===== src/rtl/spi_cs_timed_master.sv =====
module spi_cs_timed_master #(
  parameter int NUM_CS = 4,
  parameter int DATA_W = 8,
  parameter int DLY_W  = 8,
  parameter int DIV_W  = 8,
  localparam int IDX_W = (NUM_CS > 1) ? $clog2(NUM_CS) : 1,
  localparam int CFG_W = 5 * DLY_W + 3
) (
  input  logic              clk,
  input  logic              rst_n,
  input  logic              cfg_we,
  input  logic [IDX_W-1:0]  cfg_idx,
  input  logic [CFG_W-1:0]  cfg_word,
  input  logic [DIV_W-1:0]  clk_div,
  input  logic              cs_rearm,
  input  logic              start,
  input  logic [IDX_W-1:0]  start_idx,
  input  logic              start_keep,
  input  logic [DATA_W-1:0] tx_word,
  input  logic              miso,
  output logic              sclk,
  output logic              mosi,
  output logic [NUM_CS-1:0] cs_n,
  output logic              ena,
  output logic              busy,
  output logic              done,
  output logic [DATA_W-1:0] rx_word
);
  localparam int CNT_W = DLY_W + DIV_W + 1;
  localparam int BIT_W = $clog2(DATA_W + 2);

  typedef enum logic [2:0] {S_IDLE, S_SETUP, S_SHIFT, S_HOLD, S_GAP} state_t;

  state_t            state;
  logic [CFG_W-1:0]  cfg_q [NUM_CS];
  logic [CFG_W-1:0]  act;
  logic [IDX_W-1:0]  cur_idx;
  logic [CNT_W-1:0]  cnt, setup_need, hold_need, on_cyc, off_cyc, gap_need;
  logic [DIV_W-1:0]  div_e, half, pc;
  logic [BIT_W-1:0]  bitn, last_bit;
  logic [DATA_W-1:0] tx_sr, rx_sr;
  logic [NUM_CS-1:0] cs_q;
  logic              par_q, pen_q, keep_q, done_q, pc_end, fin;

  assign act      = cfg_q[(state == S_IDLE) ? start_idx : cur_idx];
  assign div_e    = (clk_div < DIV_W'(2)) ? DIV_W'(2) : clk_div;
  assign half     = div_e >> 1;
  assign on_cyc   = CNT_W'(act[4*DLY_W-1:3*DLY_W]) * CNT_W'(div_e);
  assign off_cyc  = CNT_W'(act[5*DLY_W-1:4*DLY_W]) * CNT_W'(div_e);
  assign gap_need = CNT_W'(act[3*DLY_W-1:2*DLY_W]);

  always_comb begin
    setup_need = act[5*DLY_W] ? '0 : CNT_W'(act[DLY_W-1:0]);
    if (on_cyc > setup_need) setup_need = on_cyc;
    hold_need = act[5*DLY_W] ? '0 : CNT_W'(act[2*DLY_W-1:DLY_W]);
    if (off_cyc > hold_need) hold_need = off_cyc;
  end

  assign pc_end   = (pc == div_e - DIV_W'(1));
  assign last_bit = BIT_W'(DATA_W - 1) + BIT_W'(pen_q);
  assign fin = (state == S_SHIFT && pc_end && bitn == last_bit && hold_need == '0) ||
               (state == S_HOLD && cnt + CNT_W'(1) == hold_need);

  always_ff @(posedge clk or negedge rst_n) begin
    if (!rst_n) begin
      for (int i = 0; i < NUM_CS; i++) cfg_q[i] <= '0;
    end else if (cfg_we) begin
      cfg_q[cfg_idx] <= cfg_word;
    end
  end

  always_ff @(posedge clk or negedge rst_n) begin
    if (!rst_n) begin
      state   <= S_IDLE;
      cnt     <= '0;
      pc      <= '0;
      bitn    <= '0;
      tx_sr   <= '0;
      rx_sr   <= '0;
      par_q   <= 1'b0;
      pen_q   <= 1'b0;
      keep_q  <= 1'b0;
      done_q  <= 1'b0;
      cs_q    <= '1;
      cur_idx <= '0;
    end else begin
      done_q <= 1'b0;
      if (state == S_SHIFT && pc == half && bitn < BIT_W'(DATA_W))
        rx_sr <= {rx_sr[DATA_W-2:0], miso};
      if (fin) begin
        done_q <= 1'b1;
        if (!(keep_q && !cs_rearm)) cs_q <= '1;
        cnt   <= '0;
        state <= (gap_need == '0) ? S_IDLE : S_GAP;
      end else begin
        case (state)
          S_IDLE: if (start) begin
            cur_idx <= start_idx;
            cs_q    <= ~(NUM_CS'(1) << start_idx);
            tx_sr   <= tx_word;
            par_q   <= act[5*DLY_W+2] ? ^tx_word : ~^tx_word;
            pen_q   <= act[5*DLY_W+1];
            keep_q  <= start_keep;
            bitn    <= '0;
            pc      <= '0;
            cnt     <= '0;
            state   <= (setup_need == '0) ? S_SHIFT : S_SETUP;
          end
          S_SETUP: begin
            if (cnt + CNT_W'(1) == setup_need) begin
              cnt   <= '0;
              state <= S_SHIFT;
            end else cnt <= cnt + CNT_W'(1);
          end
          S_SHIFT: begin
            if (pc_end) begin
              pc    <= '0;
              tx_sr <= tx_sr << 1;
              bitn  <= bitn + BIT_W'(1);
              if (bitn == last_bit) begin
                cnt   <= '0;
                state <= S_HOLD;
              end
            end else pc <= pc + DIV_W'(1);
          end
          S_HOLD: cnt <= cnt + CNT_W'(1);
          S_GAP: begin
            if (cnt + CNT_W'(1) == gap_need) state <= S_IDLE;
            else cnt <= cnt + CNT_W'(1);
          end
          default: state <= S_IDLE;
        endcase
      end
    end
  end

  always_comb begin
    case (state)
      S_SETUP: ena = (cnt >= on_cyc);
      S_SHIFT: ena = 1'b1;
      S_HOLD:  ena = (cnt < off_cyc);
      default: ena = 1'b0;
    endcase
  end

  assign sclk    = (state == S_SHIFT) && (pc >= half);
  assign mosi    = (state == S_SHIFT) && ((bitn < BIT_W'(DATA_W)) ? tx_sr[DATA_W-1] : par_q);
  assign cs_n    = cs_q;
  assign busy    = (state != S_IDLE);
  assign done    = done_q;
  assign rx_word = rx_sr;
endmodule



===== config.mk =====
export PLATFORM = sky130hd
export DESIGN_NAME = spi_cs_timed_master
export DESIGN_NICKNAME = d
export VERILOG_FILES = /design/src/rtl/spi_cs_timed_master.sv
export SDC_FILE = /design/constraint.sdc
export NUM_CORES = 1
export LEC_CHECK = 0
export ABC_CLOCK_PERIOD_IN_PS = 9100
export BUFFER_PORTS_ARGS = -buffer_cell sky130_fd_sc_hd__buf_2
export CAP_MARGIN = 25
export CORE_UTILIZATION = 55
export CTS_CLUSTER_DIAMETER = 50
export DETAILED_ROUTE_END_ITERATION = 10
export PLACE_DENSITY_LB_ADDON = 0.2
export SLEW_MARGIN = 20
export SYNTH_ARGS = -nofsm -noshare
export SYNTH_HDL_FRONTEND = slang
export SYNTH_SLANG_ARGS = --single-unit

===== constraint.sdc =====
create_clock -name clk -period 9.1 [get_ports clk]
set_input_delay 0 -clock clk [delete_from_list [all_inputs] [get_ports clk]]
set_output_delay 0 -clock clk [all_outputs]
set_load 0.02 [all_outputs]

* After elaboration in Yosys (flattened, before gate mapping)
Cells that the tools add are included.
** Operators by class
- Add/sub/neg operators :: 5
- $mul :: 2
- Order comparisons :: 10
- Equal/unequal tests :: 20
- Shift-type cells :: 1
- Muxes and demuxes :: 45
- Bitwise operators :: 4
- Reductions and logical operators :: 29
** Operators by type and width (number)
- $bwmux 172 :: 1
- $mux 43 :: 3
- $mux 17 :: 7
- $bmux 43 s2 :: 1
- $demux 43 s2 :: 1
- $pmux 17 s5 :: 1
- $mux 8 :: 7
- $logic_not 17->1 :: 3
- $eq 17x17->1 :: 2
- $gt 16x8->1 :: 2
- $mul 8x8->16 :: 2
- $pmux 8 s2 :: 2
- $mux 4 :: 6
- $mux 3 :: 7
- $ne 3x3->1 const B :: 6
- $add 17x1->17 const B :: 1
- $eq 17x8->1 :: 1
- $ge 17x16->1 :: 1
- $lt 17x16->1 :: 1
- $mux 16 :: 1
- $pmux 3 s5 :: 1
- $logic_and 1x1->1 :: 10
- $reduce_and 3->1 :: 3
- $add 8x1->8 const B :: 1
- other kinds (34) :: 45
** Word-level totals
- Register bits after elaboration :: 230
- Input port bits :: 70
- Logic and storage cells :: 132

* Longest topological paths before layout
- Word-level depth :: 14
- Gate-level depth with buffers :: 36
- Mapped depth without buffers :: 30

* Worst setup path after synthesis
OpenSTA, ideal clock, no wires.
- Path type :: reg2reg
- From :: register state[1]
- To :: register cnt[6]
- Setup time :: 0.137 ns
- Arrival :: 9.107 ns
- Data required time :: 8.963 ns
- Setup slack :: -0.144 ns
- Cell stages (with the launch flop) :: 34
- Cells stage by stage :: dfrtp_1 > clkbuf_1 > o31a_1 > nor2_1 > buf_2 > buf_2 > buf_1 > clkbuf_1 > nand2_1 > nand2_1 > nor2_1 > a31oi_1 > nand2_1 > fa_1 > inv_1 > fa_1 > fa_1 > inv_1 > fa_1 > inv_1 > ha_1 > a211oi_1 > nor2_1 > o41a_1 > or3_4 > a2111o_1 > buf_2 > or4_1 > and3_1 > or4b_4 > o41ai_2 > a21o_2 > buf_6 > o31ai_1
** Between the ends
- Word-level cells in the longest chain between the ends :: 14
- Elaborated cells between the ends (all ways) :: 36
- Classes of those cells :: 2 x mul; 2 x order compare; 11 x eq/ne; 11 x mux; 1 x bitwise; 9 x reduce/logical
** Ends and longest elaborated chain
- start: declaration :: RTL line 34 : state_t state;
- start signal: assignment :: RTL line 94 : state <= (gap_need == '0) ? S_IDLE : S_GAP;
- start signal: assignment :: RTL line 107 : state <= (setup_need == '0) ? S_SHIFT : S_SETUP;
- $logic_not 3->1 :: RTL line 45, 96
- $mux 2 :: RTL line 45 : assign act = cfg_q[(state == S_IDLE) ? start_idx : cur_idx];
- $not 2->3 :: RTL line 45
- $bmux 43 s2 :: RTL line 45
- $mux 43 (2 in a row) :: RTL line 45
- $mul 8x8->16 / $mux 8 (equally long branches) :: RTL line 49, 55
- $gt 16x8->1 :: RTL line 56 : if (off_cyc > hold_need) hold_need = off_cyc;
- $mux 16 :: RTL line 56
- $eq 17x17->1 / $logic_not 17->1 (equally long branches) :: RTL line 62, 61
- $logic_and 1x1->1, on equally long branches :: RTL line 62, 61
- $logic_or 1x1->1 :: RTL line 61 : assign fin = (state == S_SHIFT && pc_end && bitn == last_bit && hold_need == '0) ||
- $ne 3x3->1 (no source line) / $reduce_bool 6->1 (equally long branches)
- $reduce_and 5->1 (no source line)
- end signal: assignment :: RTL line 113 : end else cnt <= cnt + CNT_W'(1);
- end signal: assignment :: RTL line 126 : S_HOLD: cnt <= cnt + CNT_W'(1);
- end signal: assignment :: RTL line 129 : else cnt <= cnt + CNT_W'(1);
- end: declaration :: RTL line 38 : logic [CNT_W-1:0] cnt, setup_need, hold_need, on_cyc, off_cyc, gap_need;
Several ways; a longest one is shown, not always the timed one. The select of a mux whose other input is x is not followed.
A chain may end at the register's enable or synchronous reset.

* Worst setup path in the final report
- From :: register state[1]
- To :: register cnt[0]
Same word-level chain as after synthesis.

==> flow_summary.ini <==
[clock_tree]
cts_max_path_buffers = 3
clk_pin_slew_ps = 60
cts_root_buffer = clkbuf_16
htreeDepth = 1
cts_buffers = 28
cts_tree = built
clock-sinks = 230
worstSkewPairLatency_ps = 590

[outcome]
status = completed

[sta]
worst_clock_skew_ps = 32.8
tightest_slew_ps = 910
setup_violations = 0
fin_crit_sh = 0.954
period_minus_slack_ps = 8680
rsz0062_at_grt = no
finalMaxSlewViolations = 0
holdWs_ps = 39.9
tns_ps = 0
relSlewSlack = 0.391
hold_viol = 0
fmax_mhz = 115

[floorplan]
die_w_um = 182
core_um2 = 31600
start_util = 0.561
ioPinCount = 87
die_h_um = 182
dieArea_um2 = 33000
num_rows = 65

[layout]
areaGrowthSynthToFinish_pct = 15.0
final_nets = 2230
layout_common_cells = dfrtp_1 (226), nand2_1 (223), mux2_2 (190)
nFillCells = 2498
final_common_cell = dfrtp_1
antenna_cells = 0
drive_above_1_share = 0.216

[place]
dp_hpwl_mm = 33.9
gp_congestion = 0.959
numPortBuffers = 86

[synth]
synthCells = 1804
synth_area_leaders = dfrtp_1 (32%), mux2_2 (12%), ha_1 (9.1%)
synth.ff_latch_count = 230
syn-cell-area_um2 = 17700
synthDistinctLibCells = 85
yosys.area.top_type_share = 0.319
synth_edf_count = 0
avgSynthCellArea_um2 = 9.84
yosysWarnings = 0
syn_nets = 2075
yosys_most_used_dff = dfrtp_1
yosys.area.top_type = dfrtp_1
ys_seq_area_frac = 0.325
async_flop_share = 1.00

[worst_setup_path]
r2r_end = cnt[0]$_DFFE_PN0P_
crit_buf_inv = 5
end_kind = flip-flop
max_stage_delay_ps = 610
cp-start-kind = flip-flop
cp_max_fo = 34
required_ps = 9520
crit_family = simple AND/OR/NAND/NOR gates
r2r_setup_slack_ps = 420
arrival_ps = 9100
r2r_start = state[1]$_DFFE_PN0P_
worstRegToRegCells = 29
worstSetupPathType = flip-flop to flip-flop
critical-path-slowest-cell = or4b_1

[routing]
met2_length_mm = 22.3
vias = 14287
drtAntennaViolNets = 0
post_drt_via_cell_ratio = 6.00
dr.first_iter.drc_count = 1151
wl_met1_mm = 21.3
highest_layer = met4
drt_wl_total_mm = 47.2
drtPass1Iterations = 5
wl_met3_mm = 2.31
avgRoutedWirePerCell_um = 19.8
post-route-drc-count = 0

[grt]
antenna_found_initial = 0
grt_pass1_wl_mm = 76.3
grt_max_degree = 105
grt_overflow = 0
grt_pass1_vias = 14442
track_usage = 0.290

[flow_run]
maxCapViolCount = 0

[min_path]
hold_class = primary input to async pin
==> final cells by class <==
cell class	instances	area (µm²)	area share
clock buffer	34	763	0.0374
tap	402	503	0.0246
multi-input combinational	1365	11200	0.550
inverter	142	533	0.0261
clock inverter	16	224	0.0110
timing repair buffer	192	1390	0.0683
sequential	230	5760	0.282
==> per-layer routing <==
metal | track usage | up-vias
met5 | 0 | -
met4 | 0.0875 | 0
met3 | 0.0339 | 85
met2 | 0.482 | 395
met1 | 0.400 | 7136
li1 | - | 6671
==> sequential cells by signal, summed over array words and instances, names as in the netlist <==
signal	cells
tx_sr	8
pen_q	1
state	3
rx_word	8
cfg_q	172
bitn	4
par_q	1
cur_idx	2
cnt	17
cs_n	4
pc	8
keep_q	1
done	1
==> Yosys cell counts, types with 9 or more instances <==
master / instances
nor4_1: 14
xor2_1: 26
nor2_1: 95
o31ai_1: 11
nand4_1: 21
mux4_2: 13
and2_1: 53
o21ai_1: 14
buf_2: 9
nand3_1: 47
or2_2: 14
xnor2_1: 46
o21ai_0: 57
clkbuf_1: 56
dfrtp_1: 226
nor2b_1: 10
and3_1: 16
nand2b_1: 12
mux2i_1: 32
a21o_1: 23
nor3_1: 25
o211ai_1: 15
nand2_1: 223
a211oi_1: 9
a31oi_1: 21
a21oi_1: 49
fa_1: 72
mux2_2: 190
ha_1: 129
inv_1: 140
==> worst max path at each step <==
| stage | from | end | cells past startpoint |
|---|---|---|---|
| finish | state[1]$_DFFE_PN0P_ | cnt[0]$_DFFE_PN0P_ | 29 |
| CTS | state[1]$_DFFE_PN0P_ | ena | 29 |
| global route | state[1]$_DFFE_PN0P_ | cnt[0]$_DFFE_PN0P_ | 28 |
| global placement | state[1]$_DFFE_PN0P_ | cnt[0]$_DFFE_PN0P_ | 27 |
| floorplan | state[1]$_DFFE_PN0P_ | cnt[6]$_DFFE_PN0P_ | 33 |
| detailed placement | state[0]$_DFFE_PN0P_ | cnt[0]$_DFFE_PN0P_ | 27 |
==> worst reg2reg max path: cells and delay by family (launching register included) <==
family	cells	cell delay [ps]
and+or+nand+nor	10	2480
AOI/OAI and AO/OA	8	2360
adders and majority gates	5	2360
buffers and inverters	5	590
DFF	1	470
xor gates and xnor gates	1	270
==> stage by stage <==
stage	std cells	util	cell area [µm²]	setup slack, ps
floorplan	1804	-	17700	115
global placement	2271	0.594	18800	423
detailed placement	2271	0.594	18800	225
CTS	2379	0.644	20400	32.4
global route	2381	0.645	20400	49.1
finish	2381	0.645	20400	417
==> kinds of logic (layout without fill, tap and decap cells) <==
logic type,after synthesis,after routing,synth area share
adder cells (fa/ha/maj),202,202,0.173
XOR/XNOR,73,73,0.0365
flip-flops,230,230,0.325
AND/OR/NAND/NOR,572,573,0.157
AO/OA/AOI/OAI,282,282,0.109
multiplexers,235,235,0.155
buffers and inverters,210,384,0.0455
==> repair_timing <==
item / in CTS / in global routing
endpoints found under the setup margin: 0 / 33
endpoints found under the hold margin: 293 / 0
gates resized for setup: 0 / 5
setup buffers: 0 / 1
hold buffers: 58 / 0
Power is not shown: default switching activity piles up to over one toggle a cycle in this logic, so the estimate is an artifact.
